--- src/rtl/fizzle_pkg.sv ---
package fizzle_pkg;

  // Feedback tap set for a maximal-length sequence of width w (3..16).
  function automatic logic [31:0] fz_taps(input int w);
    case (w)
      3:  fz_taps = 32'h0006;
      4:  fz_taps = 32'h000C;
      5:  fz_taps = 32'h0014;
      6:  fz_taps = 32'h0030;
      7:  fz_taps = 32'h0060;
      8:  fz_taps = 32'h00B8;
      9:  fz_taps = 32'h0110;
      10: fz_taps = 32'h0240;
      11: fz_taps = 32'h0500;
      12: fz_taps = 32'h0829;
      13: fz_taps = 32'h100D;
      14: fz_taps = 32'h2015;
      15: fz_taps = 32'h6000;
      default: fz_taps = 32'hD008;
    endcase
  endfunction

  // One shift: feedback parity enters at bit 0.
  function automatic logic [31:0] fz_step(input logic [31:0] s,
                                          input logic [31:0] taps,
                                          input int w);
    logic [31:0] lim;
    lim = (32'h1 << w) - 32'h1;
    fz_step = ((s << 1) | {31'b0, ^(s & taps)}) & lim;
  endfunction

  // Address lies inside the image.
  function automatic logic fz_in_image(input logic [31:0] a, input int pixels);
    fz_in_image = (a < 32'(pixels));
  endfunction

endpackage

--- src/rtl/fizzle_lfsr.sv ---
module fizzle_lfsr #(
  parameter int W = 11
) (
  input  logic         clk,
  input  logic         rst,
  input  logic         restart,
  input  logic         advance,
  output logic [W-1:0] state
);
  import fizzle_pkg::*;

  localparam logic [31:0] TAPS = fz_taps(W);

  logic [31:0] nxt;
  always_comb nxt = fz_step(32'(state), TAPS, W);

  always_ff @(posedge clk) begin
    if (rst || restart) state <= W'(1);
    else if (advance)   state <= nxt[W-1:0];
  end
endmodule

--- src/rtl/fizzle_pacer.sv ---
module fizzle_pacer #(
  parameter int FRAME_WAIT = 600,
  parameter int STEP_GAP   = 3200
) (
  input  logic clk,
  input  logic rst,
  input  logic clear,
  input  logic blank_start,
  input  logic halt,
  output logic fade_on,
  output logic step_due
);
  localparam int FW = $clog2(FRAME_WAIT + 1);
  localparam int GW = $clog2(STEP_GAP + 1);

  logic [FW-1:0] frame_cnt;
  logic [GW-1:0] gap_cnt;

  always_comb fade_on  = (frame_cnt == FW'(FRAME_WAIT));
  always_comb step_due = fade_on && !halt && (gap_cnt == GW'(STEP_GAP));

  always_ff @(posedge clk) begin
    if (rst || clear)
      frame_cnt <= '0;
    else if (blank_start && !fade_on)
      frame_cnt <= frame_cnt + FW'(1);
  end

  always_ff @(posedge clk) begin
    if (rst || clear)
      gap_cnt <= '0;
    else if (fade_on && !halt)
      gap_cnt <= (gap_cnt == GW'(STEP_GAP)) ? '0 : gap_cnt + GW'(1);
  end
endmodule

--- src/rtl/fizzle_mask_store.sv ---
module fizzle_mask_store #(
  parameter int              PIXELS     = 1200,
  parameter int              ADDR_W     = 11,
  parameter int              COLOR_W    = 12,
  parameter logic [COLOR_W-1:0] FADE_COLOR = 12'hA00
) (
  input  logic               clk,
  input  logic               rst,
  input  logic               clear,
  input  logic               we,
  input  logic [ADDR_W-1:0]  waddr,
  input  logic [ADDR_W-1:0]  rd_addr,
  input  logic [COLOR_W-1:0] palette_in,
  output logic [COLOR_W-1:0] pix_out
);
  import fizzle_pkg::*;

  logic [PIXELS-1:0] bits;
  logic              hit_q;
  logic              rd_ok;

  always_comb rd_ok = fz_in_image(32'(rd_addr), PIXELS);

  always_ff @(posedge clk) begin
    if (rst || clear)
      bits <= '0;
    else if (we)
      bits[waddr] <= 1'b1;
  end

  always_ff @(posedge clk) begin
    if (rst) begin
      hit_q   <= 1'b0;
      pix_out <= '0;
    end else begin
      hit_q   <= rd_ok ? bits[rd_addr] : 1'b0;
      pix_out <= hit_q ? FADE_COLOR : palette_in;
    end
  end
endmodule

--- src/rtl/fizzle_mask_ctrl.sv ---
module fizzle_mask_ctrl #(
  parameter int                 IMG_W      = 40,
  parameter int                 IMG_H      = 30,
  parameter int                 FRAME_WAIT = 600,
  parameter int                 STEP_GAP   = 3200,
  parameter int                 COLOR_W    = 12,
  parameter logic [COLOR_W-1:0] FADE_COLOR = 12'hA00,
  localparam int                PIXELS     = IMG_W * IMG_H,
  localparam int                ADDR_W     = $clog2(PIXELS)
) (
  input  logic               clk,
  input  logic               rst,
  input  logic               clear,
  input  logic               blank_start,
  input  logic [ADDR_W-1:0]  rd_addr,
  input  logic [COLOR_W-1:0] palette_in,
  output logic [COLOR_W-1:0] pix_out,
  output logic               wr_strobe,
  output logic [ADDR_W-1:0]  wr_addr,
  output logic               done
);
  import fizzle_pkg::*;

  localparam int CW = $clog2(PIXELS + 1);

  logic              fade_on;
  logic              step_due;
  logic              zero_seen;
  logic              seq_ok;
  logic              advance;
  logic [ADDR_W-1:0] seq;
  logic [CW-1:0]     wr_count;

  fizzle_pacer #(
    .FRAME_WAIT(FRAME_WAIT),
    .STEP_GAP  (STEP_GAP)
  ) u_pacer (
    .clk        (clk),
    .rst        (rst),
    .clear      (clear),
    .blank_start(blank_start),
    .halt       (done),
    .fade_on    (fade_on),
    .step_due   (step_due)
  );

  fizzle_lfsr #(.W(ADDR_W)) u_lfsr (
    .clk    (clk),
    .rst    (rst),
    .restart(clear),
    .advance(advance),
    .state  (seq)
  );

  // Slot use: address 0 first, then the sequence, skipping values past the image.
  always_comb begin
    seq_ok    = fz_in_image(32'(seq), PIXELS);
    advance   = step_due && !clear && zero_seen;
    wr_strobe = step_due && !clear && (!zero_seen || seq_ok);
    wr_addr   = zero_seen ? seq : '0;
    done      = (wr_count == CW'(PIXELS));
  end

  always_ff @(posedge clk) begin
    if (rst || clear) begin
      zero_seen <= 1'b0;
      wr_count  <= '0;
    end else begin
      if (step_due) zero_seen <= 1'b1;
      if (wr_strobe) wr_count <= wr_count + CW'(1);
    end
  end

  fizzle_mask_store #(
    .PIXELS    (PIXELS),
    .ADDR_W    (ADDR_W),
    .COLOR_W   (COLOR_W),
    .FADE_COLOR(FADE_COLOR)
  ) u_store (
    .clk       (clk),
    .rst       (rst),
    .clear     (clear),
    .we        (wr_strobe),
    .waddr     (wr_addr),
    .rd_addr   (rd_addr),
    .palette_in(palette_in),
    .pix_out   (pix_out)
  );
endmodule

--- config.mk ---
export PLATFORM = sky130hd
export DESIGN_NAME = fizzle_mask_ctrl
export DESIGN_NICKNAME = d
export VERILOG_FILES = /design/src/rtl/fizzle_pkg.sv /design/src/rtl/fizzle_lfsr.sv /design/src/rtl/fizzle_pacer.sv /design/src/rtl/fizzle_mask_store.sv /design/src/rtl/fizzle_mask_ctrl.sv
export SDC_FILE = /design/constraint.sdc
export NUM_CORES = 2
export LEC_CHECK = 0
export ABC_CLOCK_PERIOD_IN_PS = 4920
export BUFFER_PORTS_ARGS = -buffer_cell sky130_fd_sc_hd__buf_2
export CAP_MARGIN = 20
export CELL_PAD_IN_SITES_DETAIL_PLACEMENT = 1
export CELL_PAD_IN_SITES_GLOBAL_PLACEMENT = 2
export CORE_UTILIZATION = 44
export CTS_BUF_LIST = sky130_fd_sc_hd__clkbuf_4 sky130_fd_sc_hd__clkbuf_8 sky130_fd_sc_hd__clkbuf_16
export DETAILED_ROUTE_END_ITERATION = 7
export PLACE_DENSITY = 0.9
export SYNTH_ARGS = -nofsm -noshare
export SYNTH_HDL_FRONTEND = slang
export SYNTH_SLANG_ARGS = --single-unit
--- constraint.sdc ---
create_clock -name clk -period 4.92 [get_ports clk]
set_input_delay 0.738 -clock clk [delete_from_list [all_inputs] [get_ports clk]]
set_output_delay 0.738 -clock clk [all_outputs]
set_load 0.01 [all_outputs]
==> out/metrics.cfg <==
[yosys]
synth.yosys.seq_area_share = 0.5038
syn-num-nets = 5218
async_flop_share = 0
synth_edf_count = 0
netlist_area_mm2 = 0.04999
synth_ff_type = dfxtp_1
postSynthAreaPerCell_um2 = 9.641
ys_ff_latch = 1258
yosys.cell_types.count = 76
yosys_warnings = 0
syn_inst = 5185

[sta]
slew_viol_final = 0
min_period_ns = 4.097
fin_worst_skew_ns = 0.02959
fin_setup_tns_ns = 0
worst_slew_pin_slew_ns = 1.194
relSlewSlack = 0.2022
min_period_over_period = 0.8327
setup_viol = 0
holdWs_ns = 0.1886
max_freq_ghz = 0.2441
hold_viol = 0
grt_setup_unrepaired = no

[placement]
place_congestion = 0.7935
numPortBuffers = 51
hpwl_um = 95070
dpl_cell_area_mm2 = 0.05126

[clocking]
insertion_delay_ns = 0.76
root_buffer = clkbuf_16
ctsResizeCount = 0
clk_pin_slew_worst_paths_ns = 0.06
clock-sinks = 1258
htree_levels = 4
clock_path_buffers = 3
post_cts_buffers = 0
hold_buffers = 0
cts_buffers = 136
cts_tree = built

[layout]
drive_gt1_frac = 0.1668
num-fill-cells = 12470
area.growth.synth_to_final_pct = 11.79
n_antenna_cell = 0
nets = 5087
fin_area_mm2 = 0.05588
final_core_util = 0.4967
seq_area_mm2 = 0.02518
multi_input_area_mm2 = 0.02229

[floorplanning]
die-area_mm2 = 0.1150
fp.dieH_um = 339.1
die_x_um = 339.1
initial_core_util = 0.4444
num_rows = 123
io_pins = 52
coreArea_mm2 = 0.1125

[detailed_routing]
vias_per_cell = 6.032
drtIter0Drc = 3811
routed_wl_um = 171000
wl_per_cell_um = 25.67
detail-route-antenna-nets = 0
dr.pass1.iters = 6
num_vias = 40180
drc = 0

[hold_path]
hold_path_class = in -> reg

[global_route]
grt_max_degree = 168
grt_pass1_vias = 40790
grt_pass1_wl_um = 258500
overflow = 0
track_usage = 0.2930
antenna_found_initial = 0

[critical_path]
path_max_fanout = 17
cpPeakStageDelay_ns = 0.57
cp_num_buf_inv = 3
end_kind = primary output
required_ns = 4.18
crit_chain = inv_1 -> ha_1 -> or4bb_1 -> nor3_1 -> or4_4 -> a211o_2 -> inv_2 -> buf_2
cp-start-kind = flip-flop
cp_top_family = simple AND/OR/NAND/NOR gates
worstSetupPathType = reg -> out
cpMaxStageDelayCell = a211o_2
arrival_ns = 3.36

[power]
power.total_uw = 21400
max-vdd-ir-drop_v = 0.0003681
power.density_mw_per_mm2 = 382.9
p_leak_uw = 0.01960

[run]
cap_violations = 0

[status]
status = completed

synthesized netlist by cell type, types with 5 or more instances:
| master | n | area, um^2 |
|---|---|---|
| clkbuf_1 | 282 | 1059 |
| buf_4 | 68 | 510.5 |
| mux4_2 | 269 | 6058 |
| nor2_1 | 1316 | 4940 |
| a32oi_1 | 6 | 52.55 |
| mux2i_1 | 139 | 1391 |
| ha_1 | 6 | 75.07 |
| inv_1 | 19 | 71.32 |
| o311ai_0 | 5 | 43.79 |
| or3_1 | 16 | 100.1 |
| nor3_1 | 13 | 65.06 |
| a221o_1 | 11 | 110.1 |
| a221oi_1 | 30 | 262.8 |
| nor4_1 | 7 | 43.79 |
| a21oi_1 | 1197 | 5991 |
| buf_6 | 37 | 416.7 |
| nor3_4 | 25 | 406.6 |
| nand3_1 | 24 | 120.1 |
| nor2b_1 | 14 | 87.58 |
| and2_1 | 23 | 143.9 |
| nor2_8 | 5 | 100.1 |
| and3_1 | 10 | 62.56 |
| buf_12 | 6 | 120.1 |
| a211oi_1 | 6 | 45.04 |
| a31oi_1 | 16 | 100.1 |
| mux2_2 | 5 | 56.30 |
| buf_2 | 69 | 345.3 |
| a22oi_1 | 26 | 195.2 |
| xnor2_1 | 7 | 61.31 |
| nand2b_1 | 5 | 31.28 |
| dfxtp_1 | 1258 | 25180 |
| a21oi_2 | 30 | 262.8 |
| o211ai_1 | 11 | 82.58 |
| buf_1 | 12 | 45.04 |
| xor2_1 | 16 | 140.1 |
| or2_2 | 5 | 31.28 |
| nand2_1 | 67 | 251.5 |
| nor2_2 | 18 | 112.6 |
| nand4_1 | 5 | 31.28 |
| o21ai_0 | 31 | 155.2 |
| a22o_1 | 9 | 78.83 |
per-layer routing:
metal	part of all wire	global-route usage	vias up
met2	0.47	0.4694	1321
met3	0.066	0.04722	305
met1	0.44	0.4015	20740
li1	-	-	17820
met5	0	0	-
met4	0.031	0.09945	0
worst reg2reg max path: stages (launching register included):
cell and delay, ns:
dfxtp_1 0.33, inv_1 0.10, ha_1 0.16, and4bb_1 0.20, nand4_2 0.18, or4_4 0.59
a211o_2 0.61, buf_4 0.40, nor3_4 0.23, buf_4 0.73, a21oi_1 0.21, nor2_1 0.17
where the power goes:
part,internal [uW],total [uW],switching [uW]
clock network,6180,10500,4280
logic,222,738,516
registers,10200,10200,3.77
cell families (layout without fill, tap and decap cells):
kind of cell / after synthesis / after routing / share of synthesized area
and+or+nand+nor: 1574 / 1574 / 0.1346
AOI/OAI and AO/OA: 1412 / 1412 / 0.1533
DFF: 1258 / 1258 / 0.5038
buffers and inverters: 499 / 476 / 0.05271
muxes: 413 / 413 / 0.1501
xor gates and xnor gates: 23 / 23 / 0.004030
adders and majority gates: 6 / 6 / 0.001502
layout by cell type (no fill, tap or decap), types with 7 or more instances in the layout:
master     netlist  routed
nand2_1         67      67
mux4_2         269     269
dfxtp_1       1258    1258
a22oi_1         26      26
nor2b_1         14      13
a221o_1         11      11
mux2i_1        139     139
clkbuf_8         0      29
nor2_1        1316    1280
nor3_4          25      26
xor2_1          16      16
nor2_2          18      53
buf_4           68     127
and2_1          23      23
inv_1           19      18
a31oi_1         16      16
clkinv_2         0      26
buf_12           6      29
nor3_1          13      12
o21ai_0         31      31
a21oi_1       1197    1197
xnor2_1          7       7
clkbuf_4         0      33
a21oi_2         30      30
o211ai_1        11      11
and3_1          10      10
or3_1           16      16
nor4_1           7       7
a22o_1           9       9
buf_2           69      47
clkbuf_16        0     142
a221oi_1        30      30
nand3_1         24      24
state kept, by name, summed over array words and instances (netlist names):
signal and count:
u_store.bits 1200, u_pacer.gap_cnt 12, u_store.pix_out 12, u_lfsr.state 11, wr_count 11, u_pacer.frame_cnt 10, u_store.hit_q 1, zero_seen 1
area by class of cell:
class | count | share of cell area
sequential | 1258 | 0.4507
multi-input combinational | 3428 | 0.3988
clock buffer | 204 | 0.07516
tap | 1500 | 0.03358
timing repair buffer | 209 | 0.03316
clock inverter | 42 | 0.007165
inverter | 21 | 0.001433
per-stage QoR:
stage                     cells  setup slack (ns)
after global placement     6412            0.2864
final                      6662            0.8232
after CTS                  6661            0.7543
after detailed placement   6415            0.6051
after global routing       6662            0.6519
after floorplan            5185             1.693
final timing paths:
| kind | from | to | slack (ns) | cells past startpoint |
|---|---|---|---|---|
| min reg2reg | u_store.bits[918]$_SDFFE_PP0P_ | u_store.bits[918]$_SDFFE_PP0P_ | 0.47 | 2 |
| max | wr_count[0]$_SDFFE_PP0P_ | wr_strobe | 0.82 | 8 |
| max reg2reg | u_pacer.frame_cnt[0]$_SDFFE_PP0P_ | u_store.bits[1185]$_SDFFE_PP0P_ | 0.96 | 11 |
| min | palette_in[10] | u_store.pix_out[10]$_SDFF_PP0_ | 0.19 | 2 |
No activity file was read; power rests on OpenSTA's default activity.
